File: config.mk
export PLATFORM = sky130hd
export DESIGN_NAME = frame_tx
export DESIGN_NICKNAME = d
export VERILOG_FILES = /design/src/rtl/frame_tx_pkg.sv /design/src/rtl/ftx_baud_cnt.sv /design/src/rtl/ftx_seq.sv /design/src/rtl/frame_tx.sv
export SDC_FILE = /design/constraint.sdc
export NUM_CORES = 1
export LEC_CHECK = 0
export ABC_AREA = 1
export BUFFER_PORTS_ARGS = -buffer_cell sky130_fd_sc_hd__buf_2
export CAP_MARGIN = 15
export CORE_ASPECT_RATIO = 1.2
export CORE_MARGIN = 3
export CORE_UTILIZATION = 34
export CTS_CLUSTER_DIAMETER = 120
export DETAILED_ROUTE_END_ITERATION = 10
export PLACE_DENSITY = 0.52
export SETUP_SLACK_MARGIN = 0.05
export SYNTH_ARGS = -nofsm -noshare
export SYNTH_HDL_FRONTEND = slang
export SYNTH_HIERARCHICAL = 1
export SYNTH_SLANG_ARGS = --single-unit
File: constraint.sdc
create_clock -name clk -period 3.4 [get_ports clk]
set_input_delay 0.68 -clock clk [delete_from_list [all_inputs] [get_ports clk]]
set_output_delay 0.68 -clock clk [all_outputs]
set_load 0.02 [all_outputs]
File: src/rtl/frame_tx_pkg.sv
package frame_tx_pkg;

  localparam int FTX_DATA_W = 16;
  localparam int FTX_LEN_W  = 4;
  localparam int FTX_IDX_W  = $clog2(FTX_DATA_W + 1);
  localparam int FTX_CNT_W  = 6;

  typedef enum logic [2:0] {
    ST_IDLE,
    ST_START,
    ST_DATA,
    ST_PAR,
    ST_STOP
  } ftx_state_e;

  function automatic logic [FTX_CNT_W-1:0] bit_ticks(input logic [1:0] ovs);
    case (ovs)
      2'd0:    bit_ticks = FTX_CNT_W'(16);
      2'd1:    bit_ticks = FTX_CNT_W'(8);
      2'd2:    bit_ticks = FTX_CNT_W'(6);
      default: bit_ticks = FTX_CNT_W'(4);
    endcase
  endfunction

  function automatic logic [FTX_CNT_W-1:0] stop_ticks(input logic [1:0] ovs,
                                                      input logic [1:0] stp);
    logic [FTX_CNT_W-1:0] p;
    p = bit_ticks(ovs);
    case (stp)
      2'd0:    stop_ticks = p >> 1;
      2'd1:    stop_ticks = p;
      2'd2:    stop_ticks = p + (p >> 1);
      default: stop_ticks = p << 1;
    endcase
  endfunction

  function automatic logic [FTX_IDX_W-1:0] data_bits(input logic [FTX_LEN_W-1:0] code);
    if (code == '0)
      data_bits = FTX_IDX_W'(4);
    else if (code > FTX_LEN_W'(13))
      data_bits = FTX_IDX_W'(16);
    else
      data_bits = FTX_IDX_W'(code) + FTX_IDX_W'(3);
  endfunction

endpackage

File: src/rtl/ftx_baud_cnt.sv
module ftx_baud_cnt #(
  parameter int CNT_W = frame_tx_pkg::FTX_CNT_W
) (
  input  logic             clk,
  input  logic             rst_n,
  input  logic             run,
  input  logic             os_tick,
  input  logic [CNT_W-1:0] seg_ticks,
  output logic             seg_end
);

  logic [CNT_W-1:0] cnt_q, cnt_d;
  logic             at_last;

  assign at_last = (cnt_q == seg_ticks - CNT_W'(1));
  assign seg_end = run & os_tick & at_last;

  always_comb begin
    cnt_d = cnt_q;
    if (!run)
      cnt_d = '0;
    else if (os_tick)
      cnt_d = at_last ? '0 : cnt_q + CNT_W'(1);
  end

  always_ff @(posedge clk or negedge rst_n) begin
    if (!rst_n) cnt_q <= '0;
    else        cnt_q <= cnt_d;
  end

endmodule

File: src/rtl/ftx_seq.sv
module ftx_seq
  import frame_tx_pkg::*;
#(
  parameter int DATA_W = FTX_DATA_W,
  parameter int LEN_W  = FTX_LEN_W,
  parameter int IDX_W  = FTX_IDX_W,
  parameter int CNT_W  = FTX_CNT_W
) (
  input  logic              clk,
  input  logic              rst_n,
  input  logic              accept,
  input  logic [DATA_W-1:0] in_data,
  input  logic              in_break,
  input  logic [LEN_W-1:0]  cfg_len,
  input  logic [1:0]        cfg_par,
  input  logic [1:0]        cfg_stop,
  input  logic [1:0]        cfg_ovs,
  input  logic              cfg_msb_first,
  input  logic              seg_end,
  output logic [CNT_W-1:0]  seg_ticks,
  output logic              line_raw,
  output logic              busy,
  output logic              frame_done
);

  localparam int SEL_W = $clog2(DATA_W);

  ftx_state_e        st_q, st_d;
  logic [IDX_W-1:0]  idx_q, idx_d;
  logic [DATA_W-1:0] dat_q, dat_d;
  logic [IDX_W-1:0]  nb_q, nb_d;
  logic [CNT_W-1:0]  bitn_q, bitn_d, stopn_q, stopn_d;
  logic              brk_q, brk_d, pen_q, pen_d, podd_q, podd_d, msb_q, msb_d;
  logic              done_q, done_d;
  logic [IDX_W-1:0]  nb_new;
  logic [DATA_W-1:0] keep;
  logic [SEL_W-1:0]  sel;
  logic              par_bit;

  assign nb_new = data_bits(cfg_len);

  always_comb begin
    for (int i = 0; i < DATA_W; i++)
      keep[i] = (i < int'(nb_new));
  end

  assign sel     = msb_q ? SEL_W'(nb_q - idx_q - IDX_W'(1)) : SEL_W'(idx_q);
  assign par_bit = (^dat_q) ^ podd_q;

  always_comb begin
    st_d    = st_q;
    idx_d   = idx_q;
    dat_d   = dat_q;
    nb_d    = nb_q;
    bitn_d  = bitn_q;
    stopn_d = stopn_q;
    brk_d   = brk_q;
    pen_d   = pen_q;
    podd_d  = podd_q;
    msb_d   = msb_q;
    done_d  = 1'b0;
    case (st_q)
      ST_IDLE: if (accept) begin
        st_d    = ST_START;
        idx_d   = '0;
        dat_d   = in_data & keep;
        nb_d    = nb_new;
        bitn_d  = bit_ticks(cfg_ovs);
        stopn_d = stop_ticks(cfg_ovs, cfg_stop);
        brk_d   = in_break;
        pen_d   = cfg_par[1];
        podd_d  = cfg_par[0];
        msb_d   = cfg_msb_first;
      end
      ST_START: if (seg_end) st_d = ST_DATA;
      ST_DATA: if (seg_end) begin
        if (idx_q == nb_q - IDX_W'(1))
          st_d = pen_q ? ST_PAR : ST_STOP;
        else
          idx_d = idx_q + IDX_W'(1);
      end
      ST_PAR: if (seg_end) st_d = ST_STOP;
      ST_STOP: if (seg_end) begin
        st_d   = ST_IDLE;
        done_d = 1'b1;
      end
      default: st_d = ST_IDLE;
    endcase
  end

  always_ff @(posedge clk or negedge rst_n) begin
    if (!rst_n) begin
      st_q    <= ST_IDLE;
      idx_q   <= '0;
      dat_q   <= '0;
      nb_q    <= '0;
      bitn_q  <= '0;
      stopn_q <= '0;
      brk_q   <= 1'b0;
      pen_q   <= 1'b0;
      podd_q  <= 1'b0;
      msb_q   <= 1'b0;
      done_q  <= 1'b0;
    end else begin
      st_q    <= st_d;
      idx_q   <= idx_d;
      dat_q   <= dat_d;
      nb_q    <= nb_d;
      bitn_q  <= bitn_d;
      stopn_q <= stopn_d;
      brk_q   <= brk_d;
      pen_q   <= pen_d;
      podd_q  <= podd_d;
      msb_q   <= msb_d;
      done_q  <= done_d;
    end
  end

  always_comb begin
    case (st_q)
      ST_START: line_raw = 1'b0;
      ST_DATA:  line_raw = brk_q ? 1'b0 : dat_q[sel];
      ST_PAR:   line_raw = brk_q ? 1'b0 : par_bit;
      default:  line_raw = 1'b1;
    endcase
  end

  assign seg_ticks  = (st_q == ST_STOP) ? stopn_q : bitn_q;
  assign busy       = (st_q != ST_IDLE);
  assign frame_done = done_q;

endmodule

File: src/rtl/frame_tx.sv
module frame_tx
  import frame_tx_pkg::*;
#(
  parameter int DATA_W = FTX_DATA_W,
  parameter int LEN_W  = FTX_LEN_W,
  parameter int IDX_W  = FTX_IDX_W,
  parameter int CNT_W  = FTX_CNT_W
) (
  input  logic              clk,
  input  logic              rst_n,
  input  logic              os_tick,
  input  logic [LEN_W-1:0]  cfg_len,
  input  logic [1:0]        cfg_par,
  input  logic [1:0]        cfg_stop,
  input  logic [1:0]        cfg_ovs,
  input  logic              cfg_msb_first,
  input  logic              cfg_tx_inv,
  input  logic              cfg_auto_tri,
  input  logic              cfg_cts_en,
  input  logic              cfg_cts_inv,
  input  logic              cts,
  input  logic [DATA_W-1:0] in_data,
  input  logic              in_break,
  input  logic              in_valid,
  output logic              in_ready,
  output logic              tx_line,
  output logic              tx_oe,
  output logic              busy,
  output logic              frame_done
);

  logic [1:0]       rst_sync_q;
  logic             rst_int_n;
  logic             cts_ok;
  logic             accept;
  logic             seg_end;
  logic [CNT_W-1:0] seg_ticks;
  logic             line_raw;

  always_ff @(posedge clk or negedge rst_n) begin
    if (!rst_n) rst_sync_q <= 2'b00;
    else        rst_sync_q <= {rst_sync_q[0], 1'b1};
  end
  assign rst_int_n = rst_sync_q[1];

  assign cts_ok   = ~cfg_cts_en | (cfg_cts_inv ? cts : ~cts);
  assign in_ready = ~busy & cts_ok;
  assign accept   = in_valid & in_ready;

  ftx_baud_cnt #(.CNT_W(CNT_W)) u_cnt (
    .clk       (clk),
    .rst_n     (rst_int_n),
    .run       (busy),
    .os_tick   (os_tick),
    .seg_ticks (seg_ticks),
    .seg_end   (seg_end)
  );

  ftx_seq #(
    .DATA_W (DATA_W),
    .LEN_W  (LEN_W),
    .IDX_W  (IDX_W),
    .CNT_W  (CNT_W)
  ) u_seq (
    .clk           (clk),
    .rst_n         (rst_int_n),
    .accept        (accept),
    .in_data       (in_data),
    .in_break      (in_break),
    .cfg_len       (cfg_len),
    .cfg_par       (cfg_par),
    .cfg_stop      (cfg_stop),
    .cfg_ovs       (cfg_ovs),
    .cfg_msb_first (cfg_msb_first),
    .seg_end       (seg_end),
    .seg_ticks     (seg_ticks),
    .line_raw      (line_raw),
    .busy          (busy),
    .frame_done    (frame_done)
  );

  assign tx_line = line_raw ^ cfg_tx_inv;
  assign tx_oe   = ~(cfg_auto_tri & ~busy);

endmodule

==> impl_metrics.py <==
metrics = {
    "global_route": {
        "grt_pass1_wl_um": 15390,
        "grt_start_max_net_pins": 37,
        "grt_use_total": 0.1604,
        "gr-total-overflow": 0,
        "grt_pass1_vias": 3288,
        "grt_antenna_before_repair": 0,
    },
    "detailed_routing": {
        "vias": 3442,
        "wl_per_cell_um": 12.85,
        "drtIter0Drc": 134,
        "wirelength_um": 9303,
        "routed_via_density": 4.754,
        "drt.antenna.violating_nets": 0,
        "drt-pass1-iter-count": 4,
        "drc": 0,
    },
    "power": {
        "peakVddDrop_mv": 0.1758,
        "power.density_nw_per_um2": 350.6,
        "p_leak_nw": 2.266,
    },
    "setup_path": {
        "end_kind": "output pin",
        "critical_path_required_ns": 2.72,
        "critPathKind": "register to output pin",
        "start_kind": "register",
        "crit_start": "u_seq/idx_q[0]$_DFFE_PN0P_",
        "arrival_ns": 2.49,
        "crit_fanout": 5,
        "r2r_start": "u_seq/st_q[0]$_DFFE_PN0P_",
    },
    "synthesis": {
        "syn_area_um2": 3669,
        "syn_inst": 552,
        "ys_ff_latch": 52,
        "synth_warnings": 6,
        "synth_nets": 599,
        "synth_cell_types": 36,
        "syn_avg_cell_area_um2": 6.646,
        "ys_seq_area_frac": 0.3547,
    },
    "die": {
        "ios": 42,
        "start_util": 0.3576,
        "fp.dieW_um": 100.8,
        "row_count": 40,
        "die_y_um": 119.8,
        "die-area_um2": 12080,
        "core_area_um2": 10260,
    },
    "clock_network": {
        "clock-sinks": 52,
        "cts_hold_buf": 0,
        "cts_tree": "built",
        "clk_path_buf_depth": 2,
        "clock_latency_ns": 0.30,
        "clock-root-buffer": "clkbuf_16",
        "cts_max_level": 2,
        "path_clk_slew_ns": 0.07,
        "numCtsBuffers": 5,
    },
    "sta": {
        "fin_crit_ns": 3.174,
        "clock.fmax_ghz": 0.3150,
        "setup_violations": 0,
        "final.setup.tns_ns": 0,
        "rsz0062_at_grt": "no",
        "fin_crit_sh": 0.9336,
        "slew_violations": 0,
        "tightest_slew_ns": 0.8587,
        "max-slew-margin-rel": 0.4275,
        "finalClockSkew_ns": 0.004202,
        "finalHoldViolCount": 0,
    },
    "layout": {
        "fill_cells": 1079,
        "final_cells": 724,
        "drive_gt1_frac": 0.1622,
        "multi_input_area_um2": 2107,
        "antenna_cells": 0,
        "post-route-cell-area_um2": 4252,
        "seqCellArea_um2": 1304,
        "area_delta_synth_final_pct": 15.89,
        "nets": 644,
    },
    "placement": {
        "hpwlAfterDp_um": 7170,
        "gp_congestion": 0.9062,
        "dp_cells": 714,
        "placed_cell_area_um2": 4019,
        "port_buffers": 41,
    },
    "worst_hold_path": {
        "worst_hold_path_type": "primary input to async pin",
    },
    "job": {
        "cap_violations": 0,
    },
    "outcome": {
        "status": "finished clean",
    },
}
cell families (layout without fill, tap and decap cells):
| family | count (synthesis) | after routing | synth area share |
|---|---|---|---|
| AND/OR/NAND/NOR | 336 | 336 | 0.3933 |
| other | 1 | 1 | 0.001022 |
| XOR/XNOR | 23 | 23 | 0.05696 |
| buffers and inverters | 79 | 125 | 0.08356 |
| AO/OA/AOI/OAI | 51 | 51 | 0.07435 |
| adder cells (fa/ha/maj) | 10 | 10 | 0.03615 |
| flip-flops | 52 | 52 | 0.3547 |
worst max-delay path: stages (launching register included):
cell	delay, ns
dfrtp_2	0.44
inv_2	0.08
ha_4	0.12
inv_1	0.04
fa_1	0.45
o21ai_2	0.22
inv_2	0.11
nand3_2	0.07
nand2_1	0.05
nand2_1	0.05
nand2_1	0.05
nand2_1	0.07
nand3_2	0.07
nand3_2	0.07
xor2_1	0.14
buf_4	0.16
metal layers:
metal	track usage	routed length [um]	up-vias
met1	0.2013	4250	1552
met5	0	0	-
met4	0.05981	241	0
li1	-	-	1819
met2	0.2685	4483	56
met3	0.03256	328	15
where the power goes:
part | internal, W | total [W] | switching (W)
sequential | 0.000645 | 0.000694 | 0.0000488
combinational | 0.0000851 | 0.000208 | 0.000123
clock | 0.000347 | 0.000589 | 0.000242
total | 0.00108 | 0.00149 | 0.000414
what timing repair did:
item                       4_1_cts  5_1_grt
gates resized for setup          1       12
buffers inserted                 0        2
setup endpoints to repair        1        1
pin swaps                        0        7
cells in the final DEF, fill, tap and decap left out, types with 6 or more instances in the layout:
cell type  count
buf_2         40
xnor2_1        9
inv_1         60
buf_4          7
o21ai_0       28
nand3_1       41
ha_1           8
nand2_2        6
nor2_1        38
nand3_2        9
dfrtp_1       50
a21oi_1        8
xor2_1        13
inv_2         10
nand2_1      217
synthesized netlist by cell type:
master | instances | area, um^2
o21ai_2 | 1 | 8.760
nor3b_1 | 3 | 22.52
nor3_1 | 4 | 20.02
clkbuf_2 | 1 | 5.000
or2_2 | 1 | 6.260
nand4_1 | 3 | 18.77
fa_1 | 1 | 20.02
nand3_2 | 3 | 30.03
or2_1 | 1 | 6.260
o21ai_1 | 5 | 25.02
o21ai_0 | 29 | 145.1
nor2_2 | 5 | 31.28
xor2_1 | 13 | 113.9
nand2_2 | 6 | 37.54
a22oi_1 | 1 | 7.510
inv_1 | 61 | 229.0
inv_2 | 9 | 33.78
o22ai_1 | 5 | 31.28
nand3_1 | 47 | 235.2
nand3b_1 | 2 | 15.01
nand2_4 | 2 | 22.52
ha_1 | 9 | 112.6
xnor2_2 | 1 | 16.27
nand2_1 | 217 | 814.5
clkbuf_1 | 3 | 11.26
a31oi_1 | 1 | 6.260
nor2_1 | 38 | 142.6
a21oi_1 | 8 | 40.04
buf_2 | 4 | 20.02
o221ai_1 | 1 | 8.760
buf_4 | 1 | 7.510
and2_1 | 1 | 6.260
xnor2_1 | 9 | 78.83
dfrtp_1 | 52 | 1301
conb_1 | 1 | 3.750
nor2_4 | 3 | 33.78
final timing paths:
check | endpoint | slack [ns] | cells past startpoint
max | tx_line | 0.23 | 15
min | rst_sync_q[1]$_DFF_PN0_ | 0.15 | 1
max reg2reg | u_seq/idx_q[4]$_DFFE_PN0P_ | 0.48 | 15
min reg2reg | rst_sync_q[1]$_DFF_PN0_ | 0.35 | 0
max in group asynchronous | u_seq/stopn_q[4]$_DFFE_PN0P_ | 2.27 | 1
min in group clk | rst_sync_q[1]$_DFF_PN0_ | 0.35 | 0
state kept, by name (all words and copies together) (netlist names):
| register | count |
|---|---|
| u_seq/frame_done | 1 |
| u_seq/podd_q | 1 |
| u_seq/msb_q | 1 |
| u_seq/nb_q | 5 |
| u_seq/idx_q | 5 |
| u_seq/pen_q | 1 |
| u_seq/dat_q | 16 |
| u_seq/st_q | 3 |
| u_seq/brk_q | 1 |
| u_seq/bitn_q | 4 |
| u_seq/stopn_q | 6 |
| u_cnt/cnt_q | 6 |
| rst_sync_q | 2 |
cell type report:
cell class                 instances  area share
multi-input combinational        421      0.4956
sequential                        52      0.3067
inverter                          70     0.06180
timing repair buffer              47     0.05945
tap                              126     0.03708
clock buffer                       5     0.02943
clock inverter                     3     0.01001
through the flow:
stage / setup slack (ns) / util / total power, W / hold WS [ns]
finish: 0.2256 / 0.4144 / 0.001491 / 0.1515
floorplan: 0.4969 / - / 0.0008424 / 0.3312
CTS: 0.07795 / 0.4082 / 0.001518 / 0.1436
global placement: 0.3976 / 0.3917 / 0.0009138 / 0.3423
detailed placement: 0.3530 / 0.3917 / 0.0009164 / 0.3380
global route: 0.05662 / 0.4144 / 0.001576 / 0.1408
Power figures use the tool's default switching activity.
